$ cat src/rtl/bcd_add_pkg.sv
package bcd_add_pkg;

   localparam int unsigned DIGIT_W   = 4;
   localparam int unsigned DIGIT_MAX = 9;
   localparam int unsigned RADIX     = 10;

   typedef logic [DIGIT_W-1:0] bcd_digit_t;
   typedef logic [DIGIT_W:0]   raw_sum_t;

   function automatic logic is_decimal(input bcd_digit_t d);
      return (int'(d) <= DIGIT_MAX);
   endfunction

endpackage

$ cat src/rtl/bcd_nibble_add.sv
module bcd_nibble_add #(
   parameter int unsigned WIDTH  = 4,
   parameter bit          RIPPLE = 1'b1
) (
   input  logic [WIDTH-1:0] op_x,
   input  logic [WIDTH-1:0] op_y,
   input  logic             cin,
   output logic [WIDTH:0]   total
);

   if (WIDTH < 1) begin : g_bad_width
      $error("bcd_nibble_add: WIDTH must be at least 1");
   end

   if (RIPPLE) begin : g_ripple
      logic [WIDTH:0] chain;
      assign chain[0] = cin;
      for (genvar i = 0; i < WIDTH; i++) begin : g_cell
         logic half;
         assign half       = op_x[i] ^ op_y[i];
         assign total[i]   = half ^ chain[i];
         assign chain[i+1] = (op_x[i] & op_y[i]) | (half & chain[i]);
      end
      assign total[WIDTH] = chain[WIDTH];
   end else begin : g_behav
      assign total = {1'b0, op_x} + {1'b0, op_y} + {{WIDTH{1'b0}}, cin};
   end

endmodule

$ cat src/rtl/bcd_decimal_carry.sv
module bcd_decimal_carry
   import bcd_add_pkg::*;
(
   input  raw_sum_t raw,
   output logic     dec_carry
);

   // Sums 16..19 show up on the binary carry. Sums 10..15 have bit 3 set
   // together with bit 2 or bit 1.
   assign dec_carry = raw[4] | (raw[3] & raw[2]) | (raw[3] & raw[1]);

endmodule

$ cat src/rtl/bcd_digit_slice.sv
module bcd_digit_slice
   import bcd_add_pkg::*;
#(
   parameter bit RIPPLE = 1'b1
) (
   input  bcd_digit_t dig_a,
   input  bcd_digit_t dig_b,
   input  logic       cin,
   output bcd_digit_t dig_sum,
   output logic       cout
);

   raw_sum_t   raw;
   raw_sum_t   fixed;
   logic       dec_c;
   bcd_digit_t corr;

   bcd_nibble_add #(.WIDTH(DIGIT_W), .RIPPLE(RIPPLE)) u_bin (
      .op_x (dig_a),
      .op_y (dig_b),
      .cin  (cin),
      .total(raw)
   );

   bcd_decimal_carry u_dc (
      .raw      (raw),
      .dec_carry(dec_c)
   );

   // Correction operand: 0000 or 0110
   assign corr = {1'b0, dec_c, dec_c, 1'b0};

   bcd_nibble_add #(.WIDTH(DIGIT_W), .RIPPLE(RIPPLE)) u_fix (
      .op_x (raw[DIGIT_W-1:0]),
      .op_y (corr),
      .cin  (1'b0),
      .total(fixed)
   );

   assign dig_sum = fixed[DIGIT_W-1:0];
   assign cout    = dec_c;

   always_comb begin
      if (is_decimal(dig_a) && is_decimal(dig_b)) begin
         a_r1_raw_sum: assert (int'(raw) == int'(dig_a) + int'(dig_b) + int'(cin))
            else $error("R1 raw sum mismatch");
         a_r2_dec_carry: assert (cout == (int'(raw) >= int'(RADIX)))
            else $error("R2 decimal carry mismatch");
         if (int'(raw) < int'(RADIX)) begin
            a_r3_passthrough: assert (dig_sum == raw[DIGIT_W-1:0])
               else $error("R3 digit altered");
         end else begin
            a_r4_corrected: assert (int'(dig_sum) == int'(raw) - int'(RADIX))
               else $error("R4 corrected digit wrong");
         end
         // The discarded carry of the fix-up adder appears only for raw 10..15
         a_r4_discard: assert (fixed[DIGIT_W] == (dec_c & ~raw[DIGIT_W]))
            else $error("R4 fix-up carry unexpected");
      end
   end

endmodule

$ cat src/rtl/bcd_cascade_adder.sv
module bcd_cascade_adder
   import bcd_add_pkg::*;
#(
   parameter int unsigned NUM_DIGITS = 4,
   parameter bit          RIPPLE_ADD = 1'b1
) (
   input  logic [NUM_DIGITS*4-1:0] addend_a,
   input  logic [NUM_DIGITS*4-1:0] addend_b,
   input  logic                    carry_in,
   output logic [NUM_DIGITS*4-1:0] sum_bcd,
   output logic                    carry_out
);

   localparam int unsigned VEC_W = NUM_DIGITS * DIGIT_W;

   if (NUM_DIGITS < 1) begin : g_bad_digits
      $error("bcd_cascade_adder: NUM_DIGITS must be at least 1");
   end
   if (VEC_W != NUM_DIGITS * 4) begin : g_bad_pack
      $error("bcd_cascade_adder: digit width must be 4");
   end

   logic [NUM_DIGITS:0] dcarry;
   assign dcarry[0] = carry_in;

   for (genvar k = 0; k < NUM_DIGITS; k++) begin : g_digit
      bcd_digit_slice #(.RIPPLE(RIPPLE_ADD)) u_slice (
         .dig_a  (addend_a[k*DIGIT_W +: DIGIT_W]),
         .dig_b  (addend_b[k*DIGIT_W +: DIGIT_W]),
         .cin    (dcarry[k]),
         .dig_sum(sum_bcd[k*DIGIT_W +: DIGIT_W]),
         .cout   (dcarry[k+1])
      );

      always_comb begin
         if (is_decimal(addend_a[k*DIGIT_W +: DIGIT_W]) &&
             is_decimal(addend_b[k*DIGIT_W +: DIGIT_W])) begin
            a_r5_digit_legal: assert (is_decimal(sum_bcd[k*DIGIT_W +: DIGIT_W]))
               else $error("R5 output digit out of range");
            if (addend_a[k*DIGIT_W +: DIGIT_W] == 4'd9 &&
                addend_b[k*DIGIT_W +: DIGIT_W] == 4'd9) begin
               a_r5_forces_carry: assert (dcarry[k+1] == 1'b1)
                  else $error("R5 9+9 did not carry");
            end
         end
      end
   end

   assign carry_out = dcarry[NUM_DIGITS];

endmodule

$ cat config.mk
export PLATFORM = sky130hd
export DESIGN_NAME = bcd_cascade_adder
export DESIGN_NICKNAME = d
export VERILOG_FILES = /design/src/rtl/bcd_add_pkg.sv /design/src/rtl/bcd_nibble_add.sv /design/src/rtl/bcd_decimal_carry.sv /design/src/rtl/bcd_digit_slice.sv /design/src/rtl/bcd_cascade_adder.sv
export SDC_FILE = /design/constraint.sdc
export NUM_CORES = 1
export LEC_CHECK = 0
export BUFFER_PORTS_ARGS = -buffer_cell sky130_fd_sc_hd__buf_2
export CORE_MARGIN = 2
export CORE_UTILIZATION = 48
export DETAILED_ROUTE_END_ITERATION = 10
export PLACE_DENSITY = 0.95
export SLEW_MARGIN = 10
export SYNTH_ARGS = -nofsm -noshare
export SYNTH_HDL_FRONTEND = slang
export SYNTH_SLANG_ARGS = --single-unit
$ cat constraint.sdc
create_clock -name vclk -period 13.4
set_clock_uncertainty 0.1 [all_clocks]
set_input_delay 0.67 -clock vclk [all_inputs]
set_output_delay 0.67 -clock vclk [all_outputs]
set_load 0.01 [all_outputs]
==> qor.txt <==
====================================================================================
Number of post-CTS setup repair buffers                                            0
Warning count from the yosys run                                                   0
Hold-fix buffers, CTS                                                              0
HPWL after detailed placement                                                1380 um
Number of global-route vias before repair                                        654
Detailed-route vias per instance                                                4.24
Proportion of power drawn by combinational gates                              100.0%
Routed wire per std cell                                                     9.66 um
Aggregate negative setup slack                                                  0 ns
Initial antenna violation count                                                    0
Min-delay src                                                            addend_b[4]
Width of the die                                                             43.0 um
Storage cell area                                                              0 um2
Start-to-end type of the worst setup path                               input pin to output pin
Top delay family on crit path                                            adder cells
Clk network pwr share                                                             0%
Slew @ Worst Pin                                                            0.347 ns
1st-pass router iterations                                                         4
Leak Pwr                                                                 0.000590 uW
Number of rows in the core area                                                   14
DRC violations left                                                                0
Fraction of layout instances using a drive strength above 1                    40.7%
Status                                                                  finished, final reports clean
Synthesized cell area                                                        731 um2
Number of buffers inserted by port buffering                                      50
Hold path cells                                                                    3
Largest net degree at the start of global routing                                  4
Category of the worst setup path launch point                              input pin
Number of flip-flops and latches                                                   0
Maxcap violations                                                                  0
Crit path top cell by count                                                     fa_1
RSZ-0062 raised after global routing                                              no
Peak supply drop                                                           0.0622 mV
Max-slew headroom                                                              76.7%
Crit share post-route                                                          70.5%
Placer Congestion                                                              0.708
Count of nets left with antenna violations after detail routing                    0
Die height                                                                   43.0 um
Average size of a mapped cell                                               9.02 um2
Crit path arrival time                                                       8.68 ns
Area Overhead vs Synth                                                         28.8%
Number of clock buffers in the layout                                              0
Switching power of the nets                                                  48.1 uW
Pins over their slew limit                                                         0
Power per cell area                                                      95.7 nW/um2
Routed wire length                                                           1340 um
Critical Path RT                                                            12.63 ns
Area inside the core boundary                                               1470 um2
Master of the slowest instance on the critical path                             fa_1
Cell area after layout                                                       941 um2
Worst min-delay path endpoint                                             sum_bcd[4]
Initial core utilization                                                       49.7%
Worst setup EP type                                                       output pin
Mapped Nets                                                                      138
Number of standard cells after synthesis                                          81
Via count of the routed design                                                   589
Final setup vio count                                                              0
Fin. Hold Viols                                                                    0
I/O pin cnt                                                                       50
Highest achievable clock rate                                              0.106 GHz
Clock period minus final worst setup slack                                   9.45 ns
Total of fill cells in the finished design                                       134
Total inserted antenna cells                                                       0
Synth cell types                                                                  10
First-pass GRT wire length                                                   2390 um
Highest fanout seen on the critical path                                           3
Max stage delay on crit path                                                 0.52 ns
Die footprint                                                               1850 um2
Total gr overflow                                                                  0
Part of the power in registers                                                    0%
Instance area after placement                                                941 um2
Count of buffering cells on the critical path with inverters included             15
Resized cells post-CTS                                                             0
Proportion of synthesized chip area in sequential cells                           0%
Count of nets after finishing                                                    182
Internal power summed over all cells                                         41.9 uW
1st-iter DRT viols                                                                 2
Switching part of the total power                                              53.5%
Class of the worst hold path                                            input pin to output pin
Overall fraction of global-route tracks in use                                 16.3%
====================================================================================
metrics by stage:
step	hold WS, ns	cells	setup slack, ns	utilization [%]	power (uW)
2_1_floorplan	1.48	81	4.45	-	68.9
3_3_place_gp	1.59	139	4.14	63.9	85.3
3_5_place_dp	1.59	139	3.88	63.9	92.2
4_1_cts	1.59	139	3.89	63.9	92.5
5_1_grt	1.61	139	3.44	63.9	102
6_report	1.59	139	3.95	63.9	90.1
power by group through the flow:
| stage | combinational, uW | sequential (uW) | clock, uW |
|---|---|---|---|
| floorplan | 68.9 | 0 | 0 |
| global placement | 85.3 | 0 | 0 |
| detailed placement | 92.2 | 0 | 0 |
| CTS | 92.5 | 0 | 0 |
| global route | 102 | 0 | 0 |
| finish | 90.1 | 0 | 0 |
routing by layer:
| metal | track usage [%] | share of wire (%) | vias to the layer above |
|---|---|---|---|
| li1 | - | - | 295 |
| met1 | 15.3 | 30 | 273 |
| met2 | 37.9 | 65 | 21 |
| met3 | 0.426 | 4.6 | 0 |
| met4 | 1.21 | 0 | 0 |
| met5 | 0 | 0 | - |
synth_stat cells, drive strengths merged:
library cell	n	area, um2
buf	8	60.1
o21ai	3	15.0
nor2b	3	18.8
ha	4	50.1
fa	20	400
inv	36	135
a21o	1	7.51
a21oi	1	5.00
nand2	1	3.75
xnor2	4	35.0
tightest hold or removal path: stages:
cell	delay, ns
buf_2	0.09
fa_1	0.14
buf_2	0.12
kinds of logic after synthesis:
logic type                 synth area share (%)
buffers and inverters                      26.7
and+or+nand+nor                            3.08
AOI/OAI and AO/OA                          3.77
xor gates and xnor gates                   4.79
adders and majority gates                  61.6
layout make-up:
cell class	count	area, um2	share of cell area [%]
inverter	36	135	14.4
tap	16	20.0	2.13
timing repair buffer	50	250	26.6
multi-input combinational	37	536	56.9
worst max-delay path by stage:
stage | startpoint | to | slack [ns] | cells past startpoint
after floorplan | addend_a[0] | sum_bcd[14] | 4.45 | 35
after global placement | addend_a[0] | sum_bcd[14] | 4.14 | 37
after detailed placement | addend_a[0] | sum_bcd[14] | 3.88 | 37
after CTS | addend_a[0] | sum_bcd[14] | 3.89 | 37
after global routing | addend_a[0] | sum_bcd[14] | 3.44 | 37
final | addend_a[0] | sum_bcd[14] | 3.95 | 37
layout by cell type (no fill, tap or decap):
cell	synthesis	layout
a21o_1	1	1
a21oi_1	1	1
buf_2	0	50
fa_1	20	20
ha_1	4	4
inv_1	36	36
nand2_1	1	1
nor2b_1	3	3
o21ai_1	3	3
xnor2_1	4	4
Note: power is estimated with default switching activity, not from simulation.
